## config.mk

```make
export PLATFORM = sky130hd
export DESIGN_NAME = fdc_top
export DESIGN_NICKNAME = d
export VERILOG_FILES = /design/src/rtl/fdc_pkg.sv /design/src/rtl/fdc_cfg.sv /design/src/rtl/fdc_store.sv /design/src/rtl/fdc_ctrl.sv /design/src/rtl/fdc_top.sv
export SDC_FILE = /design/constraint.sdc
export NUM_CORES = 1
export LEC_CHECK = 0
export BUFFER_PORTS_ARGS = -buffer_cell sky130_fd_sc_hd__buf_2
export CAP_MARGIN = 20
export CORE_MARGIN = 2
export CORE_UTILIZATION = 30
export DETAILED_ROUTE_END_ITERATION = 16
export GPL_TIMING_DRIVEN = 0
export PLACE_DENSITY_LB_ADDON = 0.1
export SLEW_MARGIN = 10
export SYNTH_ARGS = -nofsm -noshare
export SYNTH_HDL_FRONTEND = slang
export SYNTH_SLANG_ARGS = --single-unit
```

## constraint.sdc

```tcl
create_clock -name clk -period 9.65 [get_ports clk]
set_clock_uncertainty 0.05 [all_clocks]
set_input_delay 0.965 -clock clk [delete_from_list [all_inputs] [get_ports clk]]
set_output_delay 0.965 -clock clk [all_outputs]
set_load 0.01 [all_outputs]
```

## src/rtl/fdc_pkg.sv

```systemverilog
package fdc_pkg;
    localparam int ADDR_W = 32;
    localparam int DATA_W = 32;
    localparam int LINES  = 16;
    localparam int OFS_W  = $clog2(DATA_W / 8);
    localparam int IDX_W  = $clog2(LINES);
    localparam int TAG_W  = ADDR_W - IDX_W - OFS_W;

    localparam int CFG_FRZ_BIT = 9;
    localparam int CFG_EN_BIT  = 8;
    localparam int CFG_WA_BIT  = 0;

    typedef logic [IDX_W-1:0]  idx_t;
    typedef logic [TAG_W-1:0]  tag_t;
    typedef logic [DATA_W-1:0] word_t;
    typedef logic [ADDR_W-1:0] addr_t;

    typedef struct packed {
        logic frz;
        logic en;
        logic wa;
    } cfg_t;

    typedef struct packed {
        logic  we;
        tag_t  tag;
        idx_t  idx;
        word_t wdata;
    } req_t;

    typedef enum logic [1:0] {ST_IDLE, ST_MEM, ST_DONE} st_t;

    function automatic idx_t idx_of(input addr_t a);
        return a[OFS_W +: IDX_W];
    endfunction

    function automatic tag_t tag_of(input addr_t a);
        return a[ADDR_W-1 -: TAG_W];
    endfunction

    function automatic addr_t addr_of(input tag_t t, input idx_t i);
        return {t, i, {OFS_W{1'b0}}};
    endfunction
endpackage

```

## src/rtl/fdc_cfg.sv

```systemverilog
module fdc_cfg
    import fdc_pkg::*;
(
    input  logic        clk,
    input  logic        rst,
    input  logic        we,
    input  logic [31:0] wdata,
    output cfg_t        cfg,
    output logic [31:0] rdata
);
    cfg_t cfg_q;

    always_ff @(posedge clk) begin
        if (rst) begin
            cfg_q <= '0;
        end else if (we) begin
            cfg_q.frz <= wdata[CFG_FRZ_BIT];
            cfg_q.en  <= wdata[CFG_EN_BIT];
            cfg_q.wa  <= wdata[CFG_WA_BIT];
        end
    end

    always_comb begin
        rdata = '0;
        rdata[CFG_FRZ_BIT] = cfg_q.frz;
        rdata[CFG_EN_BIT]  = cfg_q.en;
        rdata[CFG_WA_BIT]  = cfg_q.wa;
    end

    assign cfg = cfg_q;

    AST_CFG_RESET: assert property (@(posedge clk) rst |=> (rdata == '0));
endmodule

```

## src/rtl/fdc_store.sv

```systemverilog
module fdc_store
    import fdc_pkg::*;
(
    input  logic                  clk,
    input  logic                  rst,
    input  idx_t                  rd_idx,
    output logic                  rd_valid,
    output tag_t                  rd_tag,
    output word_t                 rd_data,
    input  logic                  wr_en,
    input  idx_t                  wr_idx,
    input  tag_t                  wr_tag,
    input  word_t                 wr_data,
    output logic [LINES-1:0]      valid_vec,
    output logic [LINES*TAG_W-1:0] tag_vec
);
    logic [LINES-1:0][DATA_W-1:0] data_arr;
    logic [LINES-1:0][TAG_W-1:0]  tag_arr;

    for (genvar g = 0; g < LINES; g++) begin : g_line
        logic  v_q;
        tag_t  t_q;
        word_t d_q;
        logic  sel;

        assign sel = wr_en && (wr_idx == idx_t'(g));

        always_ff @(posedge clk) begin
            if (rst) begin
                v_q <= 1'b0;
            end else if (sel) begin
                v_q <= 1'b1;
            end
        end

        always_ff @(posedge clk) begin
            if (sel) begin
                t_q <= wr_tag;
                d_q <= wr_data;
            end
        end

        assign valid_vec[g] = v_q;
        assign tag_arr[g]   = t_q;
        assign data_arr[g]  = d_q;
    end

    assign rd_valid = valid_vec[rd_idx];
    assign rd_tag   = tag_arr[rd_idx];
    assign rd_data  = data_arr[rd_idx];
    assign tag_vec  = tag_arr;
endmodule

```

## src/rtl/fdc_ctrl.sv

```systemverilog
module fdc_ctrl
    import fdc_pkg::*;
(
    input  logic  clk,
    input  logic  rst,
    input  cfg_t  cfg,
    input  logic  cpu_req,
    input  logic  cpu_we,
    input  addr_t cpu_addr,
    input  word_t cpu_wdata,
    output logic  cpu_ready,
    output word_t cpu_rdata,
    output logic  mem_req,
    output logic  mem_we,
    output addr_t mem_addr,
    output word_t mem_wdata,
    input  logic  mem_ack,
    input  word_t mem_rdata,
    output idx_t  lk_idx,
    input  logic  lk_valid,
    input  tag_t  lk_tag,
    input  word_t lk_data,
    output logic  wr_en,
    output idx_t  wr_idx,
    output tag_t  wr_tag,
    output word_t wr_data
);
    st_t   st_q;
    req_t  req_q;
    logic  hit_q;
    word_t rdata_q;
    logic  accept;
    logic  hit_now;

    assign accept  = (st_q == ST_IDLE) && cpu_req;
    assign lk_idx  = (st_q == ST_IDLE) ? idx_of(cpu_addr) : req_q.idx;
    assign hit_now = cfg.en && lk_valid && (lk_tag == tag_of(cpu_addr));

    always_ff @(posedge clk) begin
        if (rst) begin
            st_q    <= ST_IDLE;
            req_q   <= '0;
            hit_q   <= 1'b0;
            rdata_q <= '0;
        end else begin
            case (st_q)
                ST_IDLE: if (accept) begin
                    req_q.we    <= cpu_we;
                    req_q.tag   <= tag_of(cpu_addr);
                    req_q.idx   <= idx_of(cpu_addr);
                    req_q.wdata <= cpu_wdata;
                    hit_q       <= hit_now;
                    if (hit_now && !cpu_we) begin
                        rdata_q <= lk_data;
                        st_q    <= ST_DONE;
                    end else begin
                        st_q    <= ST_MEM;
                    end
                end
                ST_MEM: if (mem_ack) begin
                    if (!req_q.we) rdata_q <= mem_rdata;
                    st_q <= ST_DONE;
                end
                default: st_q <= ST_IDLE;
            endcase
        end
    end

    // line update decided at the memory acknowledge
    always_comb begin
        wr_en   = 1'b0;
        wr_idx  = req_q.idx;
        wr_tag  = req_q.tag;
        wr_data = req_q.we ? req_q.wdata : mem_rdata;
        if ((st_q == ST_MEM) && mem_ack && cfg.en) begin
            if (req_q.we) begin
                if (hit_q)                   wr_en = 1'b1;
                else if (!cfg.frz && cfg.wa) wr_en = 1'b1;
            end else if (!hit_q && !cfg.frz) begin
                wr_en = 1'b1;
            end
        end
    end

    assign mem_req   = (st_q == ST_MEM);
    assign mem_we    = req_q.we;
    assign mem_addr  = addr_of(req_q.tag, req_q.idx);
    assign mem_wdata = req_q.wdata;
    assign cpu_ready = (st_q == ST_DONE);
    assign cpu_rdata = rdata_q;

    AST_HIT_NEXT_CYCLE: assert property (@(posedge clk) disable iff (rst)
        (accept && !cpu_we && cfg.en && lk_valid && (lk_tag == tag_of(cpu_addr))) |=> (cpu_ready && !mem_req));
    AST_WRITE_GOES_OUT: assert property (@(posedge clk) disable iff (rst)
        (accept && cpu_we) |=> (mem_req && mem_we));
    AST_MEM_HOLD: assert property (@(posedge clk) disable iff (rst)
        (mem_req && !mem_ack) |=> (mem_req && $stable(mem_addr) && $stable(mem_wdata) && $stable(mem_we)));
    AST_OFF_NO_FILL: assert property (@(posedge clk) disable iff (rst)
        (!cfg.en) |-> !wr_en);
endmodule

```

## src/rtl/fdc_top.sv

```systemverilog
module fdc_top
    import fdc_pkg::*;
(
    input  logic        clk,
    input  logic        rst,
    input  logic        cfg_we,
    input  logic [31:0] cfg_wdata,
    output logic [31:0] cfg_rdata,
    input  logic        cpu_req,
    input  logic        cpu_we,
    input  logic [31:0] cpu_addr,
    input  logic [31:0] cpu_wdata,
    output logic        cpu_ready,
    output logic [31:0] cpu_rdata,
    output logic        mem_req,
    output logic        mem_we,
    output logic [31:0] mem_addr,
    output logic [31:0] mem_wdata,
    input  logic        mem_ack,
    input  logic [31:0] mem_rdata
);
    cfg_t  cfg;
    idx_t  lk_idx;
    logic  lk_valid;
    tag_t  lk_tag;
    word_t lk_data;
    logic  wr_en;
    idx_t  wr_idx;
    tag_t  wr_tag;
    word_t wr_data;
    logic [LINES-1:0]       valid_vec;
    logic [LINES*TAG_W-1:0] tag_vec;

    fdc_cfg u_cfg (
        .clk(clk), .rst(rst), .we(cfg_we), .wdata(cfg_wdata),
        .cfg(cfg), .rdata(cfg_rdata)
    );

    fdc_store u_store (
        .clk(clk), .rst(rst),
        .rd_idx(lk_idx), .rd_valid(lk_valid), .rd_tag(lk_tag), .rd_data(lk_data),
        .wr_en(wr_en), .wr_idx(wr_idx), .wr_tag(wr_tag), .wr_data(wr_data),
        .valid_vec(valid_vec), .tag_vec(tag_vec)
    );

    fdc_ctrl u_ctrl (
        .clk(clk), .rst(rst), .cfg(cfg),
        .cpu_req(cpu_req), .cpu_we(cpu_we), .cpu_addr(cpu_addr), .cpu_wdata(cpu_wdata),
        .cpu_ready(cpu_ready), .cpu_rdata(cpu_rdata),
        .mem_req(mem_req), .mem_we(mem_we), .mem_addr(mem_addr), .mem_wdata(mem_wdata),
        .mem_ack(mem_ack), .mem_rdata(mem_rdata),
        .lk_idx(lk_idx), .lk_valid(lk_valid), .lk_tag(lk_tag), .lk_data(lk_data),
        .wr_en(wr_en), .wr_idx(wr_idx), .wr_tag(wr_tag), .wr_data(wr_data)
    );

    AST_FREEZE_KEEPS_LINES: assert property (@(posedge clk) disable iff (rst)
        (cfg.en && cfg.frz) |=> ($stable(valid_vec) && $stable(tag_vec)));
    AST_FREEZE_WRITE_MISS: assert property (@(posedge clk) disable iff (rst)
        (cfg.en && cfg.frz && mem_req && mem_we) |=> $stable(tag_vec));
    AST_OFF_KEEPS_LINES: assert property (@(posedge clk) disable iff (rst)
        (!cfg.en) |=> ($stable(valid_vec) && $stable(tag_vec)));
    AST_RESET_INVALID: assert property (@(posedge clk) rst |=> (valid_vec == '0));
endmodule

```

==> results of run 1 <==
[cells in the final DEF, fill, tap and decap left out, types with 38 or more instances in the layout]
cell,n
sky130_fd_sc_hd__a21oi_1,131
sky130_fd_sc_hd__mux2i_1,140
sky130_fd_sc_hd__a311oi_1,64
sky130_fd_sc_hd__nand3_1,38
sky130_fd_sc_hd__buf_6,41
sky130_fd_sc_hd__nand2_1,333
sky130_fd_sc_hd__clkbuf_16,115
sky130_fd_sc_hd__nor2_1,56
sky130_fd_sc_hd__and3_1,58
sky130_fd_sc_hd__mux2_2,40
sky130_fd_sc_hd__buf_4,72
sky130_fd_sc_hd__o22ai_1,38
sky130_fd_sc_hd__dfxtp_1,117
sky130_fd_sc_hd__edfxtp_1,928
sky130_fd_sc_hd__mux4_2,137
sky130_fd_sc_hd__buf_2,238
sky130_fd_sc_hd__clkbuf_1,102
[kinds of logic after synthesis]
logic type / after synthesis / share of synthesized area
AOI/OAI and AO/OA: 427 / 0.0742
xor gates and xnor gates: 23 / 0.00474
buffers and inverters: 209 / 0.0268
DFF: 1045 / 0.711
muxes: 319 / 0.117
other: 1 / 0.0000882
and+or+nand+nor: 604 / 0.0666
[sequential cells by signal, indices dropped and copies added, names as in the netlist, 3 cells and up]
register	cells
u_store.g_line.d_q	512
u_store.g_line.t_q	416
u_ctrl.cpu_rdata	32
u_ctrl.mem_wdata	32
u_ctrl.wr_tag	26
u_store.g_line.v_q	16
u_ctrl.wr_idx	4
u_cfg.cfg	3
[area by class of cell]
class / instances / area (um^2)
clock inverters: 74 / 867
flip-flops and latches: 1045 / 30200
diodes: 1 / 2.50
multi-input cells: 1404 / 11400
clock buffers: 146 / 3120
well taps: 1890 / 2360
inverters: 4 / 15.0
plain buffers: 205 / 1130
repair buffers: 300 / 2590
fillers: 13298 / 89400
[layer usage]
| layer | part of all wire | GRT usage |
|---|---|---|
| met5 | 0 | 0 |
| met4 | 0.024 | 0.0527 |
| met3 | 0.055 | 0.0308 |
| met2 | 0.49 | 0.346 |
| met1 | 0.43 | 0.278 |
[critical path, stage by stage, from the launching register on]
cell and delay [ns]:
sky130_fd_sc_hd__dfxtp_1 0.38, sky130_fd_sc_hd__clkbuf_1 0.49, sky130_fd_sc_hd__o21ai_1 0.29, sky130_fd_sc_hd__nand2_1 0.18, sky130_fd_sc_hd__buf_2 0.36, sky130_fd_sc_hd__buf_1 0.82, sky130_fd_sc_hd__mux2i_1 0.31, sky130_fd_sc_hd__o22ai_1 0.12
sky130_fd_sc_hd__nor4_1 0.39, sky130_fd_sc_hd__xor2_1 0.62, sky130_fd_sc_hd__nand4_1 0.46, sky130_fd_sc_hd__nor4_4 0.59, sky130_fd_sc_hd__buf_6 0.25, sky130_fd_sc_hd__a31o_4 0.24, sky130_fd_sc_hd__buf_6 0.21, sky130_fd_sc_hd__a211oi_2 0.09
[power by group]
group	internal, mW	switching (mW)
clock network	2.73	1.88
registers	4.98	0.0611
logic	0.377	0.724
[how the worst min path moves through the flow]
stage,start,endpoint,cells past startpoint
2_1_floorplan,u_store.g_line[0].v_q,u_store.g_line[0].v_q,2
3_3_place_gp,u_store.g_line[0].v_q,u_store.g_line[0].v_q,2
3_5_place_dp,u_ctrl.mem_wdata[20],u_ctrl.mem_wdata[20],2
4_1_cts,cpu_wdata[12],u_ctrl.mem_wdata[12],3
5_1_grt,cpu_wdata[8],u_ctrl.mem_wdata[8],3
6_report,cpu_wdata[12],u_ctrl.mem_wdata[12],3
[through the flow]
stage	util	total power, mW	std cells	instance area [um^2]	setup TNS (ns)
final	0.366	10.7	5069	51700	0
after global routing	0.366	11.1	5068	51700	0
after CTS	0.366	10.9	5067	51700	0
after detailed placement	0.338	6.24	4847	47700	0
after global placement	0.326	6.22	4747	46000	-1212.95
after floorplan	-	5.75	2658	42600	0
==> metrics.md, run 1 <==
| Metric | Value |
|---|---|
| CTS tree | `yes` |
| Flop2flop setup slack | `3.57 ns` |
| Standby leakage power | `17.4 nW` |
| Number of antenna violations at the first check in global routing | `9` |
| Ratio of total power to cell area | `208 nW/um^2` |
| Num rows | `138` |
| Pin count of the biggest net entering global routing | `19` |
| Sequential area share after synthesis | `0.711` |
| Worst-case vdd ir drop | `0.000136 V` |
| Critical Path Source Type | `flip-flop` |
| Fraction of registers with async set/reset | `0` |
| Worst R2R End | `u_ctrl.cpu_rdata[18]` |
| Overall via count from detail_route | `26.3k` |
| Most frequent cell after synthesis | `sky130_fd_sc_hd__edfxtp_1` |
| Die boundary width | `380 um` |
| Max Clock Freq | `164 MHz` |
| Average wire per standard cell | `29.8 um` |
| Die area | `145,000 um^2` |
| Clock tree buffer depth | `3` |
| Final GP Congestion | `0.829` |
| Yosys Warn Count | `0` |
| Maximum level of the CTS H-tree | `3` |
| Count of endpoints failing hold in the final timing report | `0` |
| End of the critical path | `u_ctrl.cpu_rdata[18]` |
| Worst reg-to-reg path cell count | `15` |
| PnR worst setup slack | `3.57 ns` |
| Reg clk slew, reported paths | `0.06 ns` |
| Number of buffers created by CTS | `115` |
| Required time of the critical path | `10.17 ns` |
| Vias in the first global route | `26.6k` |
| Postcts setup bufs | `0` |
| Gate Count Post-Synth | `2,628` |
| Fraction of layout cells with a size suffix above 1 | `0.271` |
| Final Routed Wirelength | `151,000 um` |
| Final worst-path cycle share | `0.630` |
| Total iterations of the first detailed-routing run | `5` |
| Maximum net fanout on the critical path | `10` |
| Leading register cell type out of synthesis | `sky130_fd_sc_hd__edfxtp_1` |
| Via density | `5.19` |
| Post-DP HPWL | `106,000 um` |
| Initial core utilization | `0.301` |
| Tot GR Track Use | `0.206` |
| Max_slew headroom | `0.115` |
| Chip Height | `380 um` |
| DRT iter0 DRCs | `2,585` |
| Largest area contributor in the synthesized netlist | `sky130_fd_sc_hd__edfxtp_1` |
| Antenna Violating Nets Remaining | `0` |
| Max-slew violations | `0` |
| Clock tree root driver cell | `sky130_fd_sc_hd__clkbuf_16` |
| Minimum clock period after layout | `6.08 ns` |
| Launching element of the worst setup path | `u_ctrl.wr_idx[3]` |
| Placeable core region | `141,000 um^2` |
| Wire length of the first global-routing pass | `210,000 um` |
| Count of flip-flops with a built-in enable after synthesis | `928` |
| Measured slew at the worst slew-check pin | `1.33 ns` |
| Top cell type's share of synthesized area | `0.656` |
| Overflow after GRT | `0` |
| Reg-to-reg critical path startpoint | `u_ctrl.wr_idx[3]` |
| Setup repair after global routing missed its margin | `false` |
| CTS sink cnt | `1,045` |
| Count of input and output buffers | `199` |
| Drt drc | `0` |
| Post-Place Worst Slack | `3.17 ns` |
| Layout overhead on the synthesized area | `21.6%` |
| CTS resizes | `0` |
| Post-CTS Hold Buffers | `0` |
| Final setup violation count | `0` |
| Netlist area before placement | `42,500 um^2` |
| Type of the worst setup path | `reg2reg` |
| Max-cap violations | `0` |
| Smallest hold slack | `0.405 ns` |
| Top cells by count, synth | `sky130_fd_sc_hd__edfxtp_1, sky130_fd_sc_hd__nand2_1, sky130_fd_sc_hd__mux2i_1` |
| Top cells by area in the synthesized netlist | `sky130_fd_sc_hd__edfxtp_1, sky130_fd_sc_hd__mux4_2, sky130_fd_sc_hd__dfxtp_1, sky130_fd_sc_hd__mux2i_1, sky130_fd_sc_hd__nand2_1` |
| Arrival time worst endpoint | `6.60 ns` |
| Synthesized area per cell | `16.2 um^2` |
| Path type of the worst min-delay path | `in2reg` |
| Io pins | `265` |
| Final net count | `3,209` |
| Number of storage elements in the synthesis netlist | `1,045` |
| Post-synth cell types | `95` |
| Result of the run | `finished, final reports clean` |
| Critical Path Sink Type | `flip-flop` |
| Worst-skew pair later-pin latency | `0.74 ns` |
Note: power is estimated with default switching activity, not from simulation.
==> run 2: changes to the inputs <==
clock period = 6.2 ns   (was 9.65 ns; I/O delays follow)
==> run 2 against run 1 <==
Critical path type unchanged. Routed wire length is essentially flat. Total power grew 56%. Critical path depth is the same. Highest routed layer unchanged. Register-to-register slack lost 3.2 ns. Global-route usage is essentially flat. Hold slack lost 0.34 ns. Non-clock buffer count grew 2. Utilization is essentially flat.
==> metrics.md, run 2 (synthesis results as in run 1) <==
| Metric | Value |
|---|---|
| Result of the run | `finished, final reports clean` |
| Placeable core region | `141,000 um^2 (unchanged)` |
| Top flop regs | `u_store.g_line.d_q x512, u_store.g_line.t_q x416` |
| Worst-case vdd ir drop | `0.000210 V (+54%)` |
| Type of the worst setup path | `reg2reg` |
| CTS sink cnt | `1,045 (unchanged)` |
| Max Clock Freq | `172 MHz (+4.5%)` |
| Tot GR Track Use | `0.206 (about the same)` |
| Diodes inserted | `0 (-1)` |
| Wire length of the first global-routing pass | `210,000 um (about the same)` |
| Overflow after GRT | `0 (unchanged)` |
| Setup repair after global routing missed its margin | `false` |
| Count of input and output buffers | `199 (unchanged)` |
| Max-cap violations | `0 (unchanged)` |
| Num rows | `138 (unchanged)` |
| Maximum level of the CTS H-tree | `3 (unchanged)` |
| DRT iter0 DRCs | `2,466 (-4.6%)` |
| Vias in the first global route | `26.6k (+0.034%)` |
| Average wire per standard cell | `29.8 um (about the same)` |
| Fraction of layout cells with a size suffix above 1 | `0.271 (about the same)` |
| Max reg flops | `512 (unchanged)` |
| Die area | `145,000 um^2 (unchanged)` |
| Final setup violation count | `0 (unchanged)` |
| Clock tree buffer depth | `3 (unchanged)` |
| Post-Place Worst Slack | `0.0659 ns (-3.11 ns)` |
| Ratio of total power to cell area | `324 nW/um^2 (+56%)` |
| Final worst-path cycle share | `0.939 (+0.309)` |
| Arrival time worst endpoint | `6.34 ns (-0.26 ns)` |
| Initial core utilization | `0.301 (unchanged)` |
| Chip Height | `380 um (unchanged)` |
| PnR worst setup slack | `0.378 ns (-3.19 ns)` |
| Pin count of the biggest net entering global routing | `19 (unchanged)` |
| Measured slew at the worst slew-check pin | `1.31 ns (-0.0157 ns)` |
| Final net count | `3,211 (+0.062%)` |
| Required time of the critical path | `6.72 ns (-3.45 ns)` |
| Worst-skew pair later-pin latency | `0.74 ns (about the same)` |
| Final std cells w/o fill | `5,070 (+0.020%)` |
| Post-DP HPWL | `106,000 um (unchanged)` |
| Max-slew violations | `0 (unchanged)` |
| Maximum net fanout on the critical path | `10 (unchanged)` |
| Post-Place Cells | `4,847 (unchanged)` |
| Clock tree root driver cell | `sky130_fd_sc_hd__clkbuf_16` |
| Register containing the most flip-flops in the final layout | `u_store.g_line.d_q` |
| Path type of the worst min-delay path | `in2reg` |
| Final Routed Wirelength | `151,000 um (about the same)` |
| Overall power after layout | `16.7 mW (+56%)` |
| Most common library cell in the layout ignoring fill and taps | `sky130_fd_sc_hd__edfxtp_1` |
| Layout overhead on the synthesized area | `21.7% (about the same)` |
| Final GP Congestion | `0.829 (unchanged)` |
| Total iterations of the first detailed-routing run | `5 (unchanged)` |
| Standby leakage power | `17.4 nW (about the same)` |
| Reg clk slew, reported paths | `0.07 ns (about the same)` |
| Overall via count from detail_route | `26.4k (+0.45%)` |
| Critical Path Source Type | `flip-flop` |
| Antenna Violating Nets Remaining | `0 (unchanged)` |
| Critical Path Sink Type | `flip-flop` |
| Drt drc | `0 (unchanged)` |
| CTS tree | `yes` |
| Max_slew headroom | `0.125 (+0.0105)` |
| Number of buffers created by CTS | `115 (unchanged)` |
| Io pins | `265 (unchanged)` |
| Count of endpoints failing hold in the final timing report | `0 (unchanged)` |
| Die boundary width | `380 um (unchanged)` |
| Highest-count cells in the layout ignoring fill and taps | `sky130_fd_sc_hd__edfxtp_1, sky130_fd_sc_hd__nand2_1, sky130_fd_sc_hd__buf_2` |
| Minimum clock period after layout | `5.82 ns (-0.260 ns)` |
| Via density | `5.21 (+0.43%)` |
| Number of antenna violations at the first check in global routing | `9 (unchanged)` |
==> run 2: cell count changes in the layout (fill, tap and decap cells not counted), sizes merged <==
cell,before,now
buf,418,417
diode,1,0
dlygate4sd3,0,3
==> run 2: per-layer routing <==
| layer | track usage | up-vias | share of wire | wire length [um] |
|---|---|---|---|---|
| met5 | 0 | - | 0 | 0 |
| met1 | 0.278 | 14014 | 0.43 | 65800 |
| met4 | 0.0527 | 0 | 0.024 | 3620 |
| li1 | - | 11244 | - | - |
| met3 | 0.0308 | 183 | 0.054 | 8120 |
| met2 | 0.346 | 965 | 0.49 | 73700 |
==> run 2: critical path, cell delays in order, from the launching register on <==
cell and delay (ns):
sky130_fd_sc_hd__dfxtp_1 0.39, sky130_fd_sc_hd__clkbuf_1 0.50, sky130_fd_sc_hd__o21ai_1 0.30, sky130_fd_sc_hd__nand2_1 0.17, sky130_fd_sc_hd__buf_2 0.35, sky130_fd_sc_hd__buf_2 0.46
sky130_fd_sc_hd__mux2i_1 0.26, sky130_fd_sc_hd__o22ai_1 0.08, sky130_fd_sc_hd__nor4_1 0.51, sky130_fd_sc_hd__xor2_1 0.65, sky130_fd_sc_hd__nand4_1 0.48, sky130_fd_sc_hd__nor4_4 0.60
sky130_fd_sc_hd__buf_6 0.25, sky130_fd_sc_hd__a31o_4 0.24, sky130_fd_sc_hd__buf_6 0.21, sky130_fd_sc_hd__a211oi_2 0.09
==> run 2: final timing paths <==
path | startpoint | slack [ns] | to | cells past startpoint
min reg2reg | u_ctrl.mem_wdata[20] | 0.42 | u_ctrl.mem_wdata[20] | 2
max | u_ctrl.wr_idx[3] | 0.38 | u_ctrl.cpu_rdata[18] | 15
max reg2reg | u_ctrl.wr_idx[3] | 0.38 | u_ctrl.cpu_rdata[18] | 15
min | cpu_wdata[9] | 0.06 | u_ctrl.mem_wdata[9] | 3
==> run 2: power breakdown <==
group	internal, mW	leakage, nW	switching (mW)	total [mW]
clock network	4.24	1.97	2.93	7.18
registers	7.75	9.12	0.0948	7.84
logic	0.587	6.28	1.13	1.72
==> run 2: layout make-up <==
type	instances	area, um^2
multi-input cells	1404	11400
well taps	1890	2360
fillers	13296	89300
clock inverters	74	867
plain buffers	204	1120
inverters	4	15.0
repair buffers	303	2620
clock buffers	146	3120
flip-flops and latches	1045	30200
==> run 2: timing repair <==
item	4_1_cts	5_1_grt
hold buffers	3	0
hold endpoints to repair	3	0
setup buffers	0	0
endpoints found under the setup margin	0	1
resized for setup	0	0
==> run 2: per-stage QoR <==
step / area, um^2 / utilization / hold slack [ns] / TNS (ns)
after floorplan: 42600 / - / 0.390 / 0
after global placement: 46000 / 0.326 / 0.398 / -4441.01
after detailed placement: 47700 / 0.338 / 0.412 / 0
after CTS: 51700 / 0.367 / 0.000797 / 0
after global routing: 51700 / 0.367 / 0.0222 / 0
final: 51700 / 0.367 / 0.0612 / 0
